$ cat config.mk
export PLATFORM = sky130hd
export DESIGN_NAME = mw_eeprom_reader
export DESIGN_NICKNAME = d
export VERILOG_FILES = /design/src/rtl/mw_pkg.sv /design/src/rtl/mw_sync.sv /design/src/rtl/mw_phase_timer.sv /design/src/rtl/mw_word_engine.sv /design/src/rtl/mw_eeprom_reader.sv
export SDC_FILE = /design/constraint.sdc
export NUM_CORES = 1
export LEC_CHECK = 0
export ABC_AREA = 0
export BUFFER_PORTS_ARGS = -buffer_cell sky130_fd_sc_hd__buf_2
export CORE_ASPECT_RATIO = 0.75
export CORE_MARGIN = 8
export CORE_UTILIZATION = 51
export DETAILED_ROUTE_END_ITERATION = 16
export GPL_TIMING_DRIVEN = 0
export MAX_ROUTING_LAYER = met4
export PLACE_DENSITY = 0.76
export SYNTH_ARGS = -nofsm -noshare
export SYNTH_HDL_FRONTEND = slang
export SYNTH_SLANG_ARGS = --single-unit
$ cat constraint.sdc
create_clock -name clk -period 1.9 [get_ports clk]
set_input_delay 0.285 -clock clk [delete_from_list [all_inputs] [get_ports clk]]
set_output_delay 0.285 -clock clk [all_outputs]
set_load 0.05 [all_outputs]
$ cat src/rtl/mw_pkg.sv
package mw_pkg;
  localparam int ADDR_W   = 4;
  localparam int WORD_W   = 16;
  localparam int FRAME_W  = 10;
  localparam int TOTAL_CLKS = FRAME_W + WORD_W;
  localparam int STATION_WORDS = 3;
  localparam int STATION_W = STATION_WORDS * WORD_W;
  localparam logic [FRAME_W-1:0] READ_CMD_BASE = 10'h180;

  typedef enum logic [2:0] {
    E_IDLE,
    E_CSS,
    E_LOW,
    E_HIGH,
    E_TAIL
  } eng_state_t;

  // Nanoseconds to clock cycles, rounded up.
  function automatic int ns_to_cyc(input int ns, input int khz);
    return (ns * khz + 999_999) / 1_000_000;
  endfunction

  function automatic int imax(input int a, input int b);
    return (a > b) ? a : b;
  endfunction
endpackage

$ cat src/rtl/mw_sync.sv
module mw_sync #(
  parameter int STAGES = 2
) (
  input  logic clk,
  input  logic rst_n,
  input  logic d_i,
  output logic q_o
);
  logic [STAGES-1:0] sr_q;

  always_ff @(posedge clk or negedge rst_n) begin
    if (!rst_n) sr_q <= '0;
    else        sr_q <= {sr_q[STAGES-2:0], d_i};
  end

  assign q_o = sr_q[STAGES-1];
endmodule

$ cat src/rtl/mw_phase_timer.sv
module mw_phase_timer #(
  parameter int CW = 8
) (
  input  logic          clk,
  input  logic          rst_n,
  input  logic          load_i,
  input  logic [CW-1:0] load_val_i,
  output logic          zero_o
);
  logic [CW-1:0] cnt_q, cnt_d;
  logic          cnt_en;

  always_comb begin
    cnt_en = load_i || (cnt_q != '0);
    cnt_d  = load_i ? load_val_i : cnt_q - 1'b1;
  end

  always_ff @(posedge clk or negedge rst_n) begin
    if (!rst_n)      cnt_q <= '0;
    else if (cnt_en) cnt_q <= cnt_d;
  end

  assign zero_o = (cnt_q == '0);
endmodule

$ cat src/rtl/mw_word_engine.sv
module mw_word_engine
  import mw_pkg::*;
#(
  parameter int CSS_C  = 50,
  parameter int LOW_C  = 100,
  parameter int HIGH_C = 100,
  parameter int CSH_C  = 50
) (
  input  logic              clk,
  input  logic              rst_n,
  input  logic              go_i,
  input  logic [ADDR_W-1:0] addr_i,
  input  logic              do_sync_i,
  output logic              cs_o,
  output logic              sk_o,
  output logic              di_o,
  output logic [WORD_W-1:0] word_o,
  output logic              done_o
);
  localparam int CW    = $clog2(imax(imax(CSS_C, LOW_C), imax(HIGH_C, CSH_C)) + 1);
  localparam int BIT_W = $clog2(TOTAL_CLKS);
  localparam logic [BIT_W-1:0] LAST_BIT  = BIT_W'(TOTAL_CLKS - 1);
  localparam logic [BIT_W-1:0] FIRST_RX  = BIT_W'(FRAME_W);

  eng_state_t          state_q, state_d;
  logic [FRAME_W-1:0]  tx_q, tx_d;
  logic [WORD_W-1:0]   rx_q, rx_d;
  logic [BIT_W-1:0]    bit_q, bit_d;
  logic                cs_q, cs_d, sk_q, sk_d, done_q, done_d;
  logic                ld;
  logic [CW-1:0]       ld_val;
  logic                t_zero;

  mw_phase_timer #(.CW(CW)) u_timer (
    .clk(clk), .rst_n(rst_n), .load_i(ld), .load_val_i(ld_val), .zero_o(t_zero)
  );

  always_comb begin
    state_d = state_q;
    tx_d    = tx_q;
    rx_d    = rx_q;
    bit_d   = bit_q;
    cs_d    = cs_q;
    sk_d    = sk_q;
    done_d  = 1'b0;
    ld      = 1'b0;
    ld_val  = '0;
    unique case (state_q)
      E_IDLE: if (go_i) begin
        state_d = E_CSS;
        cs_d    = 1'b1;
        tx_d    = READ_CMD_BASE | FRAME_W'(addr_i);
        bit_d   = '0;
        ld      = 1'b1;
        ld_val  = CW'(CSS_C - 1);
      end
      E_CSS: if (t_zero) begin
        state_d = E_LOW;
        ld      = 1'b1;
        ld_val  = CW'(LOW_C - 1);
      end
      E_LOW: if (t_zero) begin
        state_d = E_HIGH;
        sk_d    = 1'b1;
        ld      = 1'b1;
        ld_val  = CW'(HIGH_C - 1);
      end
      E_HIGH: if (t_zero) begin
        sk_d = 1'b0;
        tx_d = {tx_q[FRAME_W-2:0], 1'b0};
        if (bit_q >= FIRST_RX) rx_d = {rx_q[WORD_W-2:0], do_sync_i};
        ld = 1'b1;
        if (bit_q == LAST_BIT) begin
          state_d = E_TAIL;
          cs_d    = 1'b0;
          ld_val  = CW'(CSH_C - 1);
        end else begin
          state_d = E_LOW;
          bit_d   = bit_q + 1'b1;
          ld_val  = CW'(LOW_C - 1);
        end
      end
      E_TAIL: if (t_zero) begin
        state_d = E_IDLE;
        done_d  = 1'b1;
      end
      default: state_d = E_IDLE;
    endcase
  end

  always_ff @(posedge clk or negedge rst_n) begin
    if (!rst_n) begin
      state_q <= E_IDLE;
      tx_q    <= '0;
      rx_q    <= '0;
      bit_q   <= '0;
      cs_q    <= 1'b0;
      sk_q    <= 1'b0;
      done_q  <= 1'b0;
    end else begin
      state_q <= state_d;
      tx_q    <= tx_d;
      rx_q    <= rx_d;
      bit_q   <= bit_d;
      cs_q    <= cs_d;
      sk_q    <= sk_d;
      done_q  <= done_d;
    end
  end

  assign cs_o   = cs_q;
  assign sk_o   = sk_q;
  assign di_o   = tx_q[FRAME_W-1];
  assign word_o = rx_q;
  assign done_o = done_q;
endmodule

$ cat src/rtl/mw_eeprom_reader.sv
module mw_eeprom_reader
  import mw_pkg::*;
#(
  parameter int CLK_KHZ     = 50_000,
  parameter int T_CSS_NS    = 1000,
  parameter int T_SETUP_NS  = 400,
  parameter int T_HIGH_NS   = 2000,
  parameter int T_LOW_NS    = 2000,
  parameter int T_CSH_NS    = 1000,
  parameter int SYNC_STAGES = 2
) (
  input  logic        clk,
  input  logic        rst_n,
  input  logic        start_i,
  input  logic        addr_mode_i,
  input  logic [3:0]  word_addr_i,
  output logic        busy_o,
  output logic        done_o,
  output logic [15:0] word_o,
  output logic [47:0] station_o,
  output logic        ee_cs_o,
  output logic        ee_sk_o,
  output logic        ee_di_o,
  input  logic        ee_do_i
);
  localparam int CSS_C  = imax(1, ns_to_cyc(T_CSS_NS, CLK_KHZ));
  localparam int LOW_C  = imax(1, imax(ns_to_cyc(T_LOW_NS, CLK_KHZ), ns_to_cyc(T_SETUP_NS, CLK_KHZ)));
  localparam int HIGH_C = imax(SYNC_STAGES + 1, ns_to_cyc(T_HIGH_NS, CLK_KHZ));
  localparam int CSH_C  = imax(1, ns_to_cyc(T_CSH_NS, CLK_KHZ));
  localparam logic [1:0] LAST_IDX = 2'(STATION_WORDS - 1);

  logic                 do_sync, eng_done;
  logic [WORD_W-1:0]    eng_word;
  logic                 busy_q, busy_d, mode_q, mode_d, go_q, go_d, done_q, done_d;
  logic [1:0]           idx_q, idx_d;
  logic [ADDR_W-1:0]    addr_q, addr_d;
  logic [WORD_W-1:0]    word_q, word_d;
  logic [STATION_W-1:0] stn_q, stn_d;

  mw_sync #(.STAGES(SYNC_STAGES)) u_sync (
    .clk(clk), .rst_n(rst_n), .d_i(ee_do_i), .q_o(do_sync)
  );

  mw_word_engine #(
    .CSS_C(CSS_C), .LOW_C(LOW_C), .HIGH_C(HIGH_C), .CSH_C(CSH_C)
  ) u_engine (
    .clk(clk), .rst_n(rst_n), .go_i(go_q), .addr_i(addr_q), .do_sync_i(do_sync),
    .cs_o(ee_cs_o), .sk_o(ee_sk_o), .di_o(ee_di_o), .word_o(eng_word), .done_o(eng_done)
  );

  always_comb begin
    busy_d = busy_q;
    mode_d = mode_q;
    idx_d  = idx_q;
    addr_d = addr_q;
    word_d = word_q;
    stn_d  = stn_q;
    go_d   = 1'b0;
    done_d = 1'b0;
    if (!busy_q) begin
      if (start_i) begin
        busy_d = 1'b1;
        mode_d = addr_mode_i;
        idx_d  = '0;
        addr_d = addr_mode_i ? '0 : word_addr_i;
        go_d   = 1'b1;
      end
    end else if (eng_done) begin
      word_d = eng_word;
      if (mode_q) stn_d[(STATION_WORDS - 1 - int'(idx_q)) * WORD_W +: WORD_W] = eng_word;
      if (mode_q && (idx_q != LAST_IDX)) begin
        idx_d  = idx_q + 1'b1;
        addr_d = ADDR_W'(idx_q + 1'b1);
        go_d   = 1'b1;
      end else begin
        busy_d = 1'b0;
        done_d = 1'b1;
      end
    end
  end

  always_ff @(posedge clk or negedge rst_n) begin
    if (!rst_n) begin
      busy_q <= 1'b0;
      mode_q <= 1'b0;
      idx_q  <= '0;
      addr_q <= '0;
      word_q <= '0;
      stn_q  <= '0;
      go_q   <= 1'b0;
      done_q <= 1'b0;
    end else begin
      busy_q <= busy_d;
      mode_q <= mode_d;
      idx_q  <= idx_d;
      addr_q <= addr_d;
      word_q <= word_d;
      stn_q  <= stn_d;
      go_q   <= go_d;
      done_q <= done_d;
    end
  end

  assign busy_o    = busy_q;
  assign done_o    = done_q;
  assign word_o    = word_q;
  assign station_o = stn_q;
endmodule

==> results of run 1 <==
==> sequential cells by signal (all words and copies together), names as in the netlist <==
register,flops
idx_q,2
u_engine.done_o,1
station_o,48
done_o,1
mode_q,1
go_q,1
u_engine.tx_q,10
u_engine.word_o,16
word_o,16
u_engine.state_q,3
busy_o,1
u_engine.cs_o,1
u_engine.u_timer.cnt_q,7
addr_q,4
u_engine.sk_o,1
u_engine.bit_q,5
u_sync.sr_q,2
==> through the flow <==
| stage | TNS, ns | area (µm²) |
|---|---|---|
| 3_3_place_gp | -105.90 | 5480 |
| 4_1_cts | 0 | 6270 |
| 3_5_place_dp | -9.33 | 5520 |
| 5_1_grt | -2.45 | 6310 |
| 2_1_floorplan | 0 | 4930 |
| 6_report | -0.0691 | 6310 |
==> Yosys cell counts (all sizes together), types with 3 or more instances <==
library cell	number	area (µm²)
inv	9	33.8
clkbuf	12	46.3
mux2i	5	50.1
ha	10	125
nor2b	5	31.3
nor2	22	90.1
nor3	8	56.3
o21ai	12	60.1
or3	4	25.0
mux2	18	203
a22o	48	420
o22ai	4	25.0
nand2	74	278
a21o	3	22.5
nand3	15	80.1
a21oi	12	60.1
buf	8	47.5
nand4	3	25.0
dfrtp	120	3000
==> final cells by class <==
class	count	area share, %
Clock buffer	25	7.85
Inverter	9	0.535
Buffer	19	1.53
Timing Repair Buffer	96	8.86
Multi-Input combinational cell	266	29.2
Sequential cell	120	47.6
Clock inverter	7	1.82
Tap cell	132	2.62
==> where the power goes <==
| group | switching [µW] | leakage (µW) | internal, µW |
|---|---|---|---|
| Sequential | 184 | 0.00162 | 2780 |
| Combinational | 634 | 0.00140 | 475 |
| Clock | 1060 | 0.000293 | 2200 |
| Total | 1870 | 0.00331 | 5450 |
==> logic make-up (layout without fill, tap and decap cells) <==
family | Yosys count | after routing | share of synthesized area [%]
multiplexers | 23 | 23 | 5.15
AND/OR/NAND/NOR | 143 | 143 | 14.7
adder cells (fa/ha/maj) | 10 | 10 | 2.55
XOR/XNOR | 3 | 3 | 0.536
flip-flops | 120 | 120 | 61.2
AO/OA/AOI/OAI | 87 | 87 | 13.3
buffers and inverters | 29 | 156 | 2.60
==> final timing paths <==
kind                       cells past startpoint                      start                         to  slack [ns]
min reg2reg                                    0             u_sync.sr_q[0]             u_sync.sr_q[1]        0.41
max                                            6  u_engine.u_timer.cnt_q[0]  u_engine.u_timer.cnt_q[1]       -0.04
min in group asynchronous                      2                      rst_n                   idx_q[0]        0.37
max reg2reg                                    6  u_engine.u_timer.cnt_q[0]  u_engine.u_timer.cnt_q[1]       -0.04
max in group asynchronous                      3                      rst_n                  word_o[9]        0.83
min                                            3             word_addr_i[3]                  addr_q[3]        0.13
==> tightest hold or removal path, stage by stage <==
cell	delay [ns]
buf_2	0.08
nand3_1	0.06
o21ai_0	0.07
==> metal layers <==
| layer | part of all wire [%] | vias to the layer above | GRT usage (%) |
|---|---|---|---|
| met1 | 43 | 1868 | 23.7 |
| met3 | 5.5 | 8 | 4.49 |
| met5 | 0 | - | - |
| met2 | 51 | 106 | 31.4 |
| met4 | 0.89 | 0 | 7.47 |
| li1 | - | 1699 | - |
==> what timing repair did <==
action | CTS | global route
resized for setup | 7 | 11
setup buffers | 14 | 2
pin swaps | 5 | 4
endpoints found under the hold margin | 37 | 0
hold buffers | 2 | 0
endpoints found under the setup margin | 55 | 48
==> metrics.yaml, run 1 <==
multi_input_area_um2: 1840
ioPinCount: 78
clock-skew-final_ns: 0.0107
synth-edff-count: 0
hold_slack_ns: 0.135
ys_seq_elements: 120
path_class: "reg -> reg"
yosysWarnings: 0
place_inst: 625
layout.nets: 548
vdd_drop_max_mv: 0.728
postRouteAntennaNets: 0
final.min_clock_period_ns: 1.94
drv_cap: 0
period_share_pct: 102
die_area_um2: 13000
cts_tree: "done"
syn_inst: 415
drive_gt1_share_pct: 31.4
relSlewSlack_pct: 62.1
start_util_pct: 51.6
synth_ff_type: "dfrtp_1"
worstSkewPairLatency_ns: 0.40
antenna_found_initial: 0
arrival_ns: 2.27
crit_path_start_kind: "flip-flop"
rows: 31
grt_pass1_vias: 3830
fin_cells: 674
wl_per_cell_um: 17.6
crit_chain: "inv_2, ha_4, or4b_4, nor3_4, mux2_4, o21ai_2"
final_util_pct: 66.4
seqCellArea_um2: 3010
area_delta_synth_final_pct: 28.7
syn_nets: 434
die_width_um: 129
critical_path.max_stage_delay_ns: 0.48
via_per_inst: 5.46
rsz0062_at_grt: "true"
netlist_area_um2: 4900
ctsRootBufferMaster: "clkbuf_16"
route.vias.total: 3681
grt_overflow: 0
crit_fanout: 6
cts.sinks: 120
worstPathRequired_ns: 2.22
fmax_mhz: 515
grt_use_total_pct: 19.6
drc_errors: 0
grt_pass1_wl_um: 19400
worst_pin_slew_ns: 0.569
mostFrequentLayoutCell: "dfrtp_1"
final-hold-violation-count: 0
die_y_um: 101
cp_slowest_cell: "or4b_4"
routabilityCongestion: 0.783
crit_path_end_kind: "flip-flop"
routed_wl_um: 11900
grt_max_degree: 85
fillers: 731
drtIter0Drc: 220
synth.avg_cell_area_um2: 11.8
synthArstFlopShare_pct: 100
cp_num_buf_inv: 1
setup_violations: 3
dr.pass1.iters: 4
cts_max_level: 4
port_buffers: 77
cts_max_path_buffers: 2
status: "complete, but fails checks"
violations: "negative setup slack"
yosys.cell_types.count: 46
seq_area_frac_synth_pct: 61.2
cellLeakagePower_uw: 0.00331
hold_class: "in -> reg"
dp_hpwl_um: 7780
timing.final.ws_setup_ns: -0.0417
power_uw: 7320
final_cell_mix: "118 x dfrtp_1, 79 x buf_2, 74 x nand2_1"
cts_made_buffers: 17
crit_family: "simple AND/OR/NAND/NOR gates"
diodes: 0
slew_violations: 0
pwr_density_cell_nw_per_um2: 1160
clk_pin_slew_ns: 0.05
place_ws_ns: -0.294
core_um2: 9500
No activity file was read; power rests on OpenSTA's default activity.
==> inputs of run 2 (changes only) <==
--- a/config.mk
+++ b/config.mk
@@ -14,6 +14,8 @@
 export GPL_TIMING_DRIVEN = 0
 export MAX_ROUTING_LAYER = met4
 export PLACE_DENSITY = 0.76
+export REMOVE_ABC_BUFFERS = 1
+export SKIP_CTS_REPAIR_TIMING = 1
 export SYNTH_ARGS = -nofsm -noshare
 export SYNTH_HDL_FRONTEND = slang
 export SYNTH_SLANG_ARGS = --single-unit
==> metrics.yaml, run 2 (synthesized netlist as in run 1, its figures left out) <==
slew_violations: 0
crit_path_start: "u_engine.u_timer.cnt_q[0]"
vdd_drop_max_mv: 0.666
ctsRootBufferMaster: "clkbuf_16"
crit_path_start_kind: "flip-flop"
drive_gt1_share_pct: 34.0
crit_cells: 7
die_area_um2: 13000
r2r_cells: 7
clk_pin_slew_ns: 0.06
drv_cap: 0
cts_max_level: 4
rows: 31
crit_chain: "inv_2, ha_4, or4b_4, nor3_4, buf_6, a21oi_2, a311oi_1"
antenna_found_initial: 0
cts.sinks: 120
pwr_density_cell_nw_per_um2: 1150
drtIter0Drc: 263
rr_endpoint: "u_engine.state_q[1]"
cp_num_buf_inv: 2
dr.pass1.iters: 4
via_per_inst: 5.49
r2r-start: "u_engine.u_timer.cnt_q[0]"
ioPinCount: 78
relSlewSlack_pct: 50.9
grt_pass1_wl_um: 18600
crit_fanout: 7
worst_pin_slew_ns: 0.734
port_buffers: 77
final.min_clock_period_ns: 2.01
rsz0062_at_grt: "true"
critical_path.max_stage_delay_ns: 0.49
clock-skew-final_ns: 0.00719
hold_class: "in -> reg"
cellLeakagePower_uw: 0.00330
area_delta_synth_final_pct: 30.3
core_um2: 9500
cts_tree: "done"
dp_hpwl_um: 7400
final-hold-violation-count: 0
layout.nets: 541
grt_use_total_pct: 19.0
crit_family: "simple AND/OR/NAND/NOR gates"
largest_reg_flops: 48
worstPathRequired_ns: 2.21
mostFrequentLayoutCell: "dfrtp_1"
cp_slowest_cell: "or4b_4"
fillers: 670
period_share_pct: 106
setup_tns_ns: -1.80
postRouteAntennaNets: 0
timing.final.ws_setup_ns: -0.113
path_class: "reg -> reg"
routed_wl_um: 12400
routabilityCongestion: 0.864
wl_per_cell_um: 18.6
fmax_mhz: 497
post_dp_cell_area_um2: 5420
finalInstanceArea_um2: 6390
grt_pass1_vias: 3563
setup_violations: 21
regToRegSetupSlack_ns: -0.11
hold_slack_ns: 0.129
fin_cells: 667
worstSkewPairLatency_ns: 0.41
route.vias.total: 3659
drc_errors: 0
die_y_um: 101
violations: "negative setup slack"
start_util_pct: 51.6
grt_overflow: 0
cts_made_buffers: 17
grt_max_degree: 85
place_inst: 606
arrival_ns: 2.32
final_util_pct: 67.2
status: "complete, but fails checks"
cts_max_path_buffers: 2
die_width_um: 129
crit_path_end_kind: "flip-flop"
diodes: 0
endpoint: "u_engine.state_q[1]"
final_cell_mix: "118 x dfrtp_1, 77 x buf_2, 74 x nand2_1"
-- run 2: cell types whose count changed in the layout (fill, tap and decap cells not counted), sizes merged --
cell / delta
and2: +1
buf: +3
clkbuf: -19
clkinv: +4
clkinvlp: +1
inv: +3
-- run 2: worst min-delay path by stage --
stage | start | end | slack, ns | depth (start not counted)
CTS | rst_n | u_engine.u_timer.cnt_q[1] | -0.24 | 1
global placement | u_sync.sr_q[0] | u_sync.sr_q[1] | 0.34 | 0
global route | addr_mode_i | mode_q | 0.15 | 2
floorplan | rst_n | addr_q[0] | -0.01 | 0
finish | word_addr_i[3] | addr_q[3] | 0.13 | 3
detailed placement | rst_n | u_engine.u_timer.cnt_q[1] | 0.21 | 1
-- run 2: layout make-up --
class	instances	area (µm²)	area share [%]
clock buffers	17	425	6.66
well taps	132	165	2.59
clock inverters	15	176	2.76
repair buffers	107	684	10.7
multi-input cells	267	1900	29.7
inverters	9	33.8	0.529
flip-flops and latches	120	3010	47.0
-- run 2: worst reg2reg max path, delay by kind of cell, from the launching register on --
family	cells	cell delay (ns)
AOI/OAI and AO/OA	2	0.26
buffers and inverters	2	0.29
and+or+nand+nor	2	0.79
adders and majority gates	1	0.16
DFF	1	0.42
-- run 2: routing by layer --
layer | global-route usage (%) | up-vias | wire length (µm)
met5 | - | - | 0
met4 | 7.65 | 0 | 176
met3 | 4.76 | 14 | 807
met2 | 28.4 | 118 | 5930
met1 | 24.4 | 1840 | 5510
li1 | - | 1687 | -
-- run 2: metrics by stage --
step,worst slack (ns),power [µW]
CTS,-1.84,7120
global route,-0.193,7610
detailed placement,-1.79,3870
global placement,-3.04,3820
finish,-0.113,7330
floorplan,-1.55,3620
-- run 2: where the power goes --
part / leakage, µW / total [µW] / internal [µW] / switching (µW)
clock network: 0.000290 / 3250 / 2070 / 1190
logic: 0.00140 / 1010 / 462 / 548
registers: 0.00162 / 3060 / 2770 / 288
total: 0.00330 / 7330 / 5300 / 2030
==> inputs of run 3 (changes only) <==
--- a/config.mk
+++ b/config.mk
@@ -5,15 +5,16 @@
 export SDC_FILE = /design/constraint.sdc
 export NUM_CORES = 1
 export LEC_CHECK = 0
-export ABC_AREA = 0
+export ABC_AREA = 1
 export BUFFER_PORTS_ARGS = -buffer_cell sky130_fd_sc_hd__buf_2
 export CORE_ASPECT_RATIO = 0.75
 export CORE_MARGIN = 8
 export CORE_UTILIZATION = 51
+export CTS_CLUSTER_DIAMETER = 100
 export DETAILED_ROUTE_END_ITERATION = 16
 export GPL_TIMING_DRIVEN = 0
 export MAX_ROUTING_LAYER = met4
-export PLACE_DENSITY = 0.76
+export PLACE_DENSITY = 0.75
 export REMOVE_ABC_BUFFERS = 1
 export SKIP_CTS_REPAIR_TIMING = 1
 export SYNTH_ARGS = -nofsm -noshare
==> metrics.yaml, run 3 <==
slew_violations: 0
mostFrequentLayoutCell: "nand2_1"
core_um2: 10300
drive_gt1_share_pct: 26.2
clk_pin_slew_ns: 0.05
worstPathRequired_ns: 2.23
die_area_um2: 14200
critical_path.max_stage_delay_ns: 0.45
p_int_uw: 5300
vdd_drop_max_mv: 0.604
crit_path_start: "idx_q[0]"
dr.pass1.iters: 5
postRouteAntennaNets: 0
seqCellArea_um2: 3000
met1_length_um: 5900
port_buffers: 77
cts_max_path_buffers: 2
drtIter0Drc: 352
largest_reg_flops: 48
hold_class: "in -> reg"
antenna_found_initial: 0
area_delta_synth_final_pct: 25.3
hold_start: "addr_mode_i"
final.min_clock_period_ns: 1.81
final_cell_mix: "177 x nand2_1, 119 x dfrtp_1, 76 x buf_2"
synthTopCellsByArea: "dfrtp_1 56%, nand2_1 12%, o22ai_2 4.6%"
fmax_mhz: 552
arrival_ns: 2.14
cellLeakagePower_uw: 0.00349
crit_path_start_kind: "flip-flop"
route.vias.total: 4304
r2r-start: "idx_q[0]"
setup_violations: 0
seq_area_frac_synth_pct: 55.5
period_share_pct: 95.3
grt_max_degree: 86
cts_tree: "done"
ioPinCount: 78
die_width_um: 135
seq_power_share_pct: 39.3
path_class: "reg -> reg"
syn_inst: 574
grt_pass1_vias: 4248
layout.nets: 685
synth_top_area_share_pct: 55.5
worstSkewPairLatency_ns: 0.41
grt_overflow: 0
status: "finished, final reports clean"
setup_tns_ns: 0
synth-edff-count: 0
crit_fanout: 20
routed_wl_um: 12800
relSlewSlack_pct: 67.3
synth_ff_type: "dfrtp_1"
pwr_density_cell_nw_per_um2: 965
yosysWarnings: 0
clock-skew-final_ns: 0.00672
wl_met3_um: 697
switching_share_pct: 19.0
cts.sinks: 120
rows: 32
ctsRootBufferMaster: "clkbuf_16"
clockPowerShare_pct: 58.6
post_dp_cell_area_um2: 5870
synth.largest_area_cell: "dfrtp_1"
drc_errors: 0
ys_seq_elements: 120
routabilityCongestion: 0.879
cts_made_buffers: 17
ys_top_cells_by_count: "177 x nand2_1, 120 x dfrtp_1, 64 x inv_1"
grt_pass1_wl_um: 21400
fillers: 749
synthArstFlopShare_pct: 100
pwr-share-comb_pct: 2.1
finalInstanceArea_um2: 6780
cts_max_level: 4
rsz0062_at_grt: "true"
diodes: 0
yosys.cell_types.count: 33
start_util_pct: 52.6
wl_per_cell_um: 15.7
final-hold-violation-count: 0
yosysMostFrequentCell: "nand2_1"
switching_power_uw: 1240
crit_path_end_kind: "flip-flop"
via_per_inst: 5.28
die_y_um: 105
synth.avg_cell_area_um2: 9.42
highest_layer: "met4"
crit_chain: "inv_1, ha_1, nor3b_4, buf_8, nor2_1, a21oi_1"
wl_met2_um: 5990
grt_use_total_pct: 19.4
worst_pin_slew_ns: 0.489
cp_slowest_cell: "dfrtp_2"
multi_input_area_um2: 2080
drv_cap: 0
netlist_area_um2: 5410
dp_hpwl_um: 8540
## run 3: cell types whose count changed after synthesis, moves of 18 or more
cell,change
a22o_1,-48
nand3_1,+23
o22ai_2,+20
nand2_1,+103
inv_1,+55
nor2_1,+18
mux2_2,-18
## run 3: final cells by class
type	instances	area share [%]
repair buffers	92	8.11
well taps	136	2.51
multi-input cells	369	30.8
inverters	66	3.80
clock inverters	12	3.60
clock buffers	20	6.89
flip-flops and latches	120	44.3
## run 3: cell families after synthesis
family | Yosys count | share of synthesized area [%]
xor gates and xnor gates | 4 | 0.648
AOI/OAI and AO/OA | 79 | 11.7
adders and majority gates | 10 | 2.31
DFF | 120 | 55.5
buffers and inverters | 85 | 7.31
and+or+nand+nor | 276 | 22.5
## run 3: final timing paths
check / to / slack, ns / cells past startpoint
worst min register to register: u_sync.sr_q[1] / 0.36 / 0
worst max register to register: station_o[15] / 0.09 / 6
max in group asynchronous: idx_q[0] / 0.81 / 3
worst min-delay path: mode_q / 0.11 / 3
worst max-delay path: station_o[15] / 0.09 / 6
min in group asynchronous: station_o[30] / 0.34 / 2
## run 3: worst max-delay path: cells and delay by family, from the launching register on
| kind | cells | cell delay (ns) |
|---|---|---|
| simple gates | 2 | 0.45 |
| flops | 1 | 0.45 |
| compound gates | 1 | 0.13 |
| buf+inv | 2 | 0.48 |
| fa+ha+maj | 1 | 0.22 |
## run 3: per-stage QoR
step                std cells  power, µW  hold WS [ns]  util [%]  setup WS (ns)
finish                    815       6540         0.108      65.9         0.0892
CTS                       803       6580        -0.237      64.0         -0.989
global placement          768       2710         0.340      56.5          -1.27
floorplan                 555       2650       -0.0106         -         -0.525
detailed placement        771       2730         0.209      57.1         -0.970
global route              815       6740         0.102      65.9        -0.0641
## run 3: power by group through the flow
stage	Combinational, µW	Sequential, µW	Clock, µW
6_report	136	2570	3830
3_5_place_dp	118	2610	0
4_1_cts	118	2570	3890
2_1_floorplan	33.8	2610	0
3_3_place_gp	102	2610	0
5_1_grt	153	2570	4020
## run 3: routing by layer
layer | track usage (%) | vias to the layer above
met5 | - | -
met4 | 7.51 | 0
met3 | 5.93 | 21
met2 | 28.0 | 119
met1 | 24.9 | 2111
li1 | - | 2053
